File: src/rtl/pfd_abl_pkg.sv
package pfd_abl_pkg;

   typedef logic [1:0] abl_code_t;

   localparam int unsigned NUM_CH = 2;
   localparam int unsigned CH_REF = 0;
   localparam int unsigned CH_FB  = 1;

   function automatic int unsigned max_of4(input int unsigned a, input int unsigned b,
                                           input int unsigned c, input int unsigned d);
      int unsigned m;
      m = a;
      if (b > m) m = b;
      if (c > m) m = c;
      if (d > m) m = d;
      return m;
   endfunction

endpackage

File: src/rtl/pfd_edge_det.sv
module pfd_edge_det #(
   parameter int unsigned SYNC_STAGES = 2
) (
   input  logic clk,
   input  logic rst_n,
   input  logic sig_i,
   output logic rise_o
);

   logic samp;
   logic prev;

   generate
      if (SYNC_STAGES == 0) begin : g_direct
         assign samp = sig_i;
      end else begin : g_sync
         logic [SYNC_STAGES-1:0] chain;
         for (genvar k = 0; k < SYNC_STAGES; k++) begin : g_stage
            if (k == 0) begin : g_first
               always_ff @(posedge clk or negedge rst_n) begin
                  if (!rst_n) chain[k] <= 1'b0;
                  else        chain[k] <= sig_i;
               end
            end else begin : g_next
               always_ff @(posedge clk or negedge rst_n) begin
                  if (!rst_n) chain[k] <= 1'b0;
                  else        chain[k] <= chain[k-1];
               end
            end
         end
         assign samp = chain[SYNC_STAGES-1];
      end
   endgenerate

   always_ff @(posedge clk or negedge rst_n) begin
      if (!rst_n) prev <= 1'b0;
      else        prev <= samp;
   end

   assign rise_o = samp & ~prev;

endmodule

File: src/rtl/pfd_flag.sv
module pfd_flag (
   input  logic clk,
   input  logic rst_n,
   input  logic rise_i,
   input  logic clr_i,
   output logic q_o
);

   logic pend_q;
   logic set_eff;

   // an edge landing on the clear cycle is parked for one cycle
   assign set_eff = (rise_i & ~clr_i) | pend_q;

   always_ff @(posedge clk or negedge rst_n) begin
      if (!rst_n) begin
         q_o    <= 1'b0;
         pend_q <= 1'b0;
      end else begin
         pend_q <= rise_i & clr_i;
         if (clr_i)        q_o <= 1'b0;
         else if (set_eff) q_o <= 1'b1;
      end
   end

   // an accepted edge sets the flag on the next edge
   p_set_r1: assert property (@(posedge clk) disable iff (!rst_n)
      (rise_i && !clr_i) |=> q_o)
      else $error("flag not set after edge");

   // a clear always drops the flag
   p_clear_r3: assert property (@(posedge clk) disable iff (!rst_n)
      clr_i |=> !q_o)
      else $error("flag survived clear");

   // edge during clear returns after exactly one low cycle
   p_pend_r6: assert property (@(posedge clk) disable iff (!rst_n)
      (rise_i && clr_i) |=> (!q_o ##1 q_o))
      else $error("edge during clear was lost");

endmodule

File: src/rtl/pfd_abl_timer.sv
module pfd_abl_timer
   import pfd_abl_pkg::*;
#(
   parameter int unsigned DLY_C0 = 2,
   parameter int unsigned DLY_C1 = 3,
   parameter int unsigned DLY_C2 = 4,
   parameter int unsigned DLY_C3 = 6
) (
   input  logic      clk,
   input  logic      rst_n,
   input  logic      both_i,
   input  abl_code_t code_i,
   output logic      clr_o
);

   localparam int unsigned DMAX = max_of4(DLY_C0, DLY_C1, DLY_C2, DLY_C3);
   localparam int unsigned CW   = $clog2(DMAX + 1);

   logic [CW-1:0] cnt;
   logic [CW-1:0] lim;

   always_comb begin
      case (code_i)
         2'd0:    lim = CW'(DLY_C0 - 1);
         2'd1:    lim = CW'(DLY_C1 - 1);
         2'd2:    lim = CW'(DLY_C2 - 1);
         default: lim = CW'(DLY_C3 - 1);
      endcase
   end

   // >= keeps the clear coming even if the code shrinks mid-overlap
   assign clr_o = both_i && (cnt >= lim);

   always_ff @(posedge clk or negedge rst_n) begin
      if (!rst_n)                 cnt <= '0;
      else if (!both_i || clr_o)  cnt <= '0;
      else                        cnt <= cnt + 1'b1;
   end

   // overlap is released only through the timed clear
   p_hold_overlap_r4: assert property (@(posedge clk) disable iff (!rst_n)
      (both_i && !clr_o) |=> both_i)
      else $error("overlap ended before the delay expired");

endmodule

File: src/rtl/pfd_abl_core.sv
module pfd_abl_core
   import pfd_abl_pkg::*;
#(
   parameter int unsigned SYNC_STAGES = 2,
   parameter int unsigned DLY_C0      = 2,
   parameter int unsigned DLY_C1      = 3,
   parameter int unsigned DLY_C2      = 4,
   parameter int unsigned DLY_C3      = 6
) (
   input  logic       clk,
   input  logic       rst_n,
   input  logic       ref_div_i,
   input  logic       fb_div_i,
   input  logic [1:0] abl_sel_i,
   output logic       up_o,
   output logic       dn_o
);

   generate
      if (SYNC_STAGES > 4) begin : g_bad_sync
         $error("SYNC_STAGES must be 0..4");
      end
      if (DLY_C0 < 1 || DLY_C1 < 1 || DLY_C2 < 1 || DLY_C3 < 1) begin : g_bad_dly
         $error("every overlap width must be at least one cycle");
      end
   endgenerate

   logic [NUM_CH-1:0] raw;
   logic [NUM_CH-1:0] rise;
   logic [NUM_CH-1:0] flag;
   logic              clr;
   logic              both;

   assign raw[CH_REF] = ref_div_i;
   assign raw[CH_FB]  = fb_div_i;

   generate
      for (genvar c = 0; c < NUM_CH; c++) begin : g_ch
         pfd_edge_det #(.SYNC_STAGES(SYNC_STAGES)) u_edge (
            .clk    (clk),
            .rst_n  (rst_n),
            .sig_i  (raw[c]),
            .rise_o (rise[c])
         );
         pfd_flag u_flag (
            .clk    (clk),
            .rst_n  (rst_n),
            .rise_i (rise[c]),
            .clr_i  (clr),
            .q_o    (flag[c])
         );
      end
   endgenerate

   assign both = &flag;

   pfd_abl_timer #(
      .DLY_C0 (DLY_C0),
      .DLY_C1 (DLY_C1),
      .DLY_C2 (DLY_C2),
      .DLY_C3 (DLY_C3)
   ) u_timer (
      .clk    (clk),
      .rst_n  (rst_n),
      .both_i (both),
      .code_i (abl_code_t'(abl_sel_i)),
      .clr_o  (clr)
   );

   assign up_o = flag[CH_REF];
   assign dn_o = flag[CH_FB];

   // the two outputs never fall apart
   p_joint_fall_up_r3: assert property (@(posedge clk) disable iff (!rst_n)
      $fell(up_o) |-> $fell(dn_o))
      else $error("UP fell alone");

   p_joint_fall_dn_r3: assert property (@(posedge clk) disable iff (!rst_n)
      $fell(dn_o) |-> $fell(up_o))
      else $error("DOWN fell alone");

endmodule

File: config.mk
export PLATFORM = sky130hd
export DESIGN_NAME = pfd_abl_core
export DESIGN_NICKNAME = d
export VERILOG_FILES = /design/src/rtl/pfd_abl_pkg.sv /design/src/rtl/pfd_edge_det.sv /design/src/rtl/pfd_flag.sv /design/src/rtl/pfd_abl_timer.sv /design/src/rtl/pfd_abl_core.sv
export SDC_FILE = /design/constraint.sdc
export NUM_CORES = 1
export LEC_CHECK = 0
export CAP_MARGIN = 20
export CORE_AREA = 2 2 39 41
export CTS_BUF_LIST = sky130_fd_sc_hd__clkbuf_4 sky130_fd_sc_hd__clkbuf_8 sky130_fd_sc_hd__clkbuf_16
export DETAILED_ROUTE_END_ITERATION = 12
export DIE_AREA = 0 0 41 43
export DONT_BUFFER_PORTS = 1
export GPL_TIMING_DRIVEN = 0
export REMOVE_ABC_BUFFERS = 1
export SLEW_MARGIN = 20
export SYNTH_ARGS = -nofsm -noshare
export SYNTH_HDL_FRONTEND = slang
export SYNTH_SLANG_ARGS = --single-unit
export TNS_END_PERCENT = 50
File: constraint.sdc
create_clock -name clk -period 1.65 [get_ports clk]
set_input_delay 0.0825 -clock clk [delete_from_list [all_inputs] [get_ports clk]]
set_output_delay 0.0825 -clock clk [all_outputs]
set_load 0.02 [all_outputs]
### After elaboration in Yosys (flattened, before gate mapping)

Index checks and enable logic that the tools add are counted.

* word-level logic and storage cells: 39
* register bits after elaboration: 13
* input bits: 6
* output and inout bits: 2

* equal/unequal tests: 2
* bitwise operators: 11
* muxes and demuxes: 6
* $lt $le $gt $ge: 1
* add/sub/neg operators: 1
* reductions and logical operators: 7

Operators with widths (number)
* case mux 3 bit (3 select lines): 1
* bitwise AND 1 bit: 6
* 2-to-1 mux 1 bit: 4
* nonzero test 2 bit: 2
* adder 3 x 1 -> 3 bit (second input constant): 1
* >= comparator 3 bit: 1
* 2-to-1 mux 3 bit: 1
* NOT 1 bit: 3
* == test 2 x 1 -> 1 bit (second input constant): 1
* == test 2 bit (second input constant): 1
* zero test 2 bit: 1
* bitwise OR 1 bit: 2
* AND reduction 2 bit: 1
* logical AND 1 bit: 1
* zero test 1 bit: 1
* logical OR 1 bit: 1

### Logic depth before layout (Yosys ltp)

* depth in word-level cells: 9
* depth in mapped cells: 7
* mapped depth without buffers: 7

### Cells and area by module

Synthesis repeated with hierarchy kept, for this count alone.

* cell total of the unflattened synthesis: 43
* area total of the unflattened synthesis: 558.0 um^2

Modules (own cells, without submodules)
* pfd_abl_timer: times used 1, area an instance 241.5 um^2, seq. area each 75.1 um^2, cells an instance 24
* pfd_edge_det: times used 2, area an instance 88.8 um^2, seq. area each 75.1 um^2, cells an instance 4
* pfd_flag: times used 2, area an instance 66.3 um^2, seq. area each 50.0 um^2, cells an instance 5
* pfd_abl_core: times used 1, area an instance 6.3 um^2, seq. area each 0.0 um^2, cells an instance 1

### Worst setup path before layout

No wires, ideal clock.

* path type: register to register
* from: register u_timer.cnt[0]
* to: register g_ch[0].u_flag.q_o
* data required time: 1.523 ns
* stages on the path, launching flop included: 6
* setup time: 0.127 ns
* buffers on the path: 0
* path slack: 0.422 ns
* data arrival time: 1.101 ns
* clock period less this slack: 1.228 ns
* cells stage by stage: dfrtp_1 > inv_1 > ha_1 > nor2b_4 > o21a_1 > o32a_2

* cells in the longest elaborated chain, start to end: 6
* elaborated cells on any way between the ends: 7
* those cells by class: order compare (1); mux (1); bitwise (3); reduce/logical (2)

Ends and longest elaborated chain
* start: declaration: line pfd_abl_timer.sv:19 `logic [CW-1:0] cnt;`
* start signal: assignment: line pfd_abl_timer.sv:37 `else cnt <= cnt + 1'b1;`
* >= comparator 3 bit *: line pfd_abl_timer.sv:32 `assign clr_o = both_i && (cnt >= lim);`
* logical AND 1 bit *: line pfd_abl_timer.sv:32
* NOT 1 bit: line pfd_flag.sv:13 `assign set_eff = (rise_i & ~clr_i) | pend_q;`
* bitwise AND 1 bit: line pfd_flag.sv:13
* bitwise OR 1 bit: line pfd_flag.sv:13
* nonzero test 2 bit (no source line)
* end signal: assignment: line pfd_flag.sv:17 `q_o <= 1'b0;`
* end signal: assignment: line pfd_flag.sv:21 `if (clr_i) q_o <= 1'b0;`
* end signal: assignment: line pfd_flag.sv:22 `else if (set_eff) q_o <= 1'b1;`
* end: declaration: line pfd_flag.sv:6 `output logic q_o`

Every way passes the cells marked *; elsewhere a longest branch is shown, timed or not.
A chain may end at the register's enable or synchronous reset.

### Worst setup path after layout

* from: register u_timer.cnt[2]
* to: register u_timer.cnt[1]

* cells in the longest elaborated chain, start to end: 4

Ends and longest elaborated chain
* >= comparator 3 bit: line pfd_abl_timer.sv:32
* logical AND 1 bit: line pfd_abl_timer.sv:32
* logical OR 1 bit: line pfd_abl_timer.sv:36 `else if (!both_i || clr_o) cnt <= '0;`
* 2-to-1 mux 3 bit: line pfd_abl_timer.sv:36

Every way passes these cells.

==> metrics.txt <==
CP arrival between 1.5 and 2 ns; synth top area cells dfrtp_1, ha_1, o32a_2; Crit. End Element flop; Nets 60; Final min period between 1 and 1.5 ns; I/O Pins 8; Combinational Power Share about 29%; sequential power share 49.2%; Max clock buf depth 2; Routed WL 812 µm; CTS tree built; clock sink count 13; final antenna-violating net count 0; initial antenna violation count 0; CP Launch Type flop; Die Width 41 µm; GRT Util Overall between 10% and 20%; drc violations 0; Port Buffers 0; worst skew pair latency roughly 0.27 ns; Slowest-stage cell, CP dfrtp_1; Clk pwr share 21.7%; Vias/cell 4.89; Final Hold Fails 0; 1st-iter DRT viols 4; post-synthesis sequential area ratio 61.2%; filler cell count 125; H-tree lvl count 1; number of global-route vias before repair 362; Core Region 1380 µm²; CTS root buf clkbuf_4; kind of critical path flop to flop; RSZ-0062 raised after global routing no; Pins Over Slew Limit 0; setup_tns 0 ns; family with the most delay on the worst path flip-flops; Tightest Hold Check Type input port to asynchronous set/reset pin; Yosys top cell area share between 60 and 70%; worst slew pin tran between 0.5 and 0.6 ns; share of cells above drive strength 1 14.9%; Synth Cell Area 532 µm²; setup ws final 0.211 ns; total CTS buffers 3; worst path required time 1.82 ns; area leader, netlist dfrtp_1; Gate Count Post-Synth 40; initial core utilization between 30% and 40%; Pint 0.615 mW; fin crit share 87.2%; total power slightly above 0.9 mW; Synth Warn # 0; Max Freq 0.695 GHz; Cell Pwr Density 1510 nW/µm²; Worst-path clk slew 0.07 ns; largest net degree at the start of global routing 14; Clock Skew slightly above 0.0006 ns; Cell Area, Placed 552 µm²; Unique masters post-synth 13; peak supply drop between 0.7 and 0.8 mV; CP bufs+invs 0; status complete, no violations; Avg Cell Area, Syn 13.3 µm²; first-pass GRT wire length 1510 µm; slowest cell delay on critical path 0.40 ns; DIE AREA between 1500 and 2000 µm²; Sw Ratio between 30% and 40%; Static Leak 0.291 nW; ant diodes 0; DP Worst Slack 0.205 ns; Max FO, Critical Path 3; Rel. slew slack 64.3%; Final Wtd Congestion 0.617; design area 612 µm²; NetSw slightly above 0.3 mW; Final setup viols 0; Pre-antenna DRT Iters 4; total congestion overflow 0; Core Rows 14; dpl hpwl 657 µm; Synth Register Bits 13; Post-CTS Resized 0; Die Y-Extent between 40 and 50 µm; DR WL/cell 12.9 µm; Max-Cap Viols 0; vias post-DR 308; Area Overhead vs Synth 15.1%; crit-path cells ha_1 > a21oi_1 > o21ai_0 > nor3_1
## what timing repair did
action,in CTS,in global routing
hold endpoints to repair,15,0
hold buffers,3,0
buffers inserted,0,0
endpoints found under the setup margin,0,0
## flip-flops by register name, indices dropped and copies added, names as in the netlist
register,flops
u_timer.cnt,3
g_ch.u_edge.g_sync.chain,2
g_ch.u_edge.prev,2
g_ch.u_edge.samp,2
g_ch.u_flag.pend_q,2
g_ch.u_flag.q_o,2
## synth_stat cells (all sizes together)
cell / n
dfrtp: 13
ha: 6
inv: 5
nor2b: 3
nor3: 3
nand2: 2
nor3b: 2
o32a: 2
a21oi: 1
o21a: 1
o21ai: 1
xnor2: 1
## stage by stage
stage | instances | hold slack, ns | util, %
4_1_cts | 63 | 0.236 | 44.2
3_5_place_dp | 56 | -0.213 | 39.9
5_1_grt | 63 | 0.249 | 44.2
3_3_place_gp | 56 | -0.213 | 39.9
6_report | 63 | 0.228 | 44.2
2_1_floorplan | 40 | -0.213 | -
## power groups by stage
stage,registers (mW),clock network (mW),logic (mW)
floorplan,0.446,0,0.210
global placement,0.455,0,0.232
detailed placement,0.461,0,0.261
CTS,0.455,0.209,0.275
global route,0.465,0.226,0.317
finish,0.455,0.201,0.268
## worst paths after layout
check	startpoint	to	slack [ns]	cells past startpoint
setup / recovery	u_timer.cnt[2]	u_timer.cnt[1]	0.21	4
hold / removal	rst_n	g_ch[1].u_edge.prev	0.23	1
setup reg to reg	u_timer.cnt[2]	u_timer.cnt[1]	0.21	4
hold reg to reg	g_ch[0].u_edge.g_sync.chain[0]	g_ch[0].u_edge.samp	0.36	0
max in group asynchronous	rst_n	u_timer.cnt[1]	1.07	1
min in group clk	g_ch[0].u_edge.g_sync.chain[0]	g_ch[0].u_edge.samp	0.36	0
## layout by cell type, fill, tap and decap left out, drive strengths merged
cell type,count
dfrtp,13
ha,6
inv,5
clkbuf,4
nor3,3
dlygate4sd3,3
nor2b,3
nand2,2
nor3b,2
o32a,2
a21oi,1
o21ai,1
o21a,1
xnor2,1
## layer usage
| metal | GRT usage [%] | share of wire (%) | wire length, µm |
|---|---|---|---|
| met3 | 3.66 | 2.8 | 23 |
| met2 | 18.4 | 53 | 432 |
| met1 | 17.2 | 42 | 342 |
| met5 | 0 | 0 | 0 |
| met4 | 10.0 | 1.7 | 14 |
## area by class of cell
type / instances / area [µm²] / share of cell area (%)
Clock buffer: 4 / 30.0 / 4.91
Inverter: 5 / 18.8 / 3.07
Multi-Input combinational cell: 22 / 188 / 30.7
Sequential cell: 13 / 325 / 53.2
Tap cell: 16 / 20.0 / 3.27
Timing Repair Buffer: 3 / 30.0 / 4.91
## kinds of logic (layout without fill, tap and decap cells)
| kind of cell | count (synthesis) | after routing | synth area share (%) |
|---|---|---|---|
| compound gates | 5 | 5 | 7.53 |
| xor+xnor | 1 | 1 | 1.65 |
| fa+ha+maj | 6 | 6 | 14.1 |
| buf+inv | 5 | 12 | 3.53 |
| flops | 13 | 13 | 61.2 |
| simple gates | 10 | 10 | 12.0 |
Note: power is estimated with default switching activity, not from simulation.
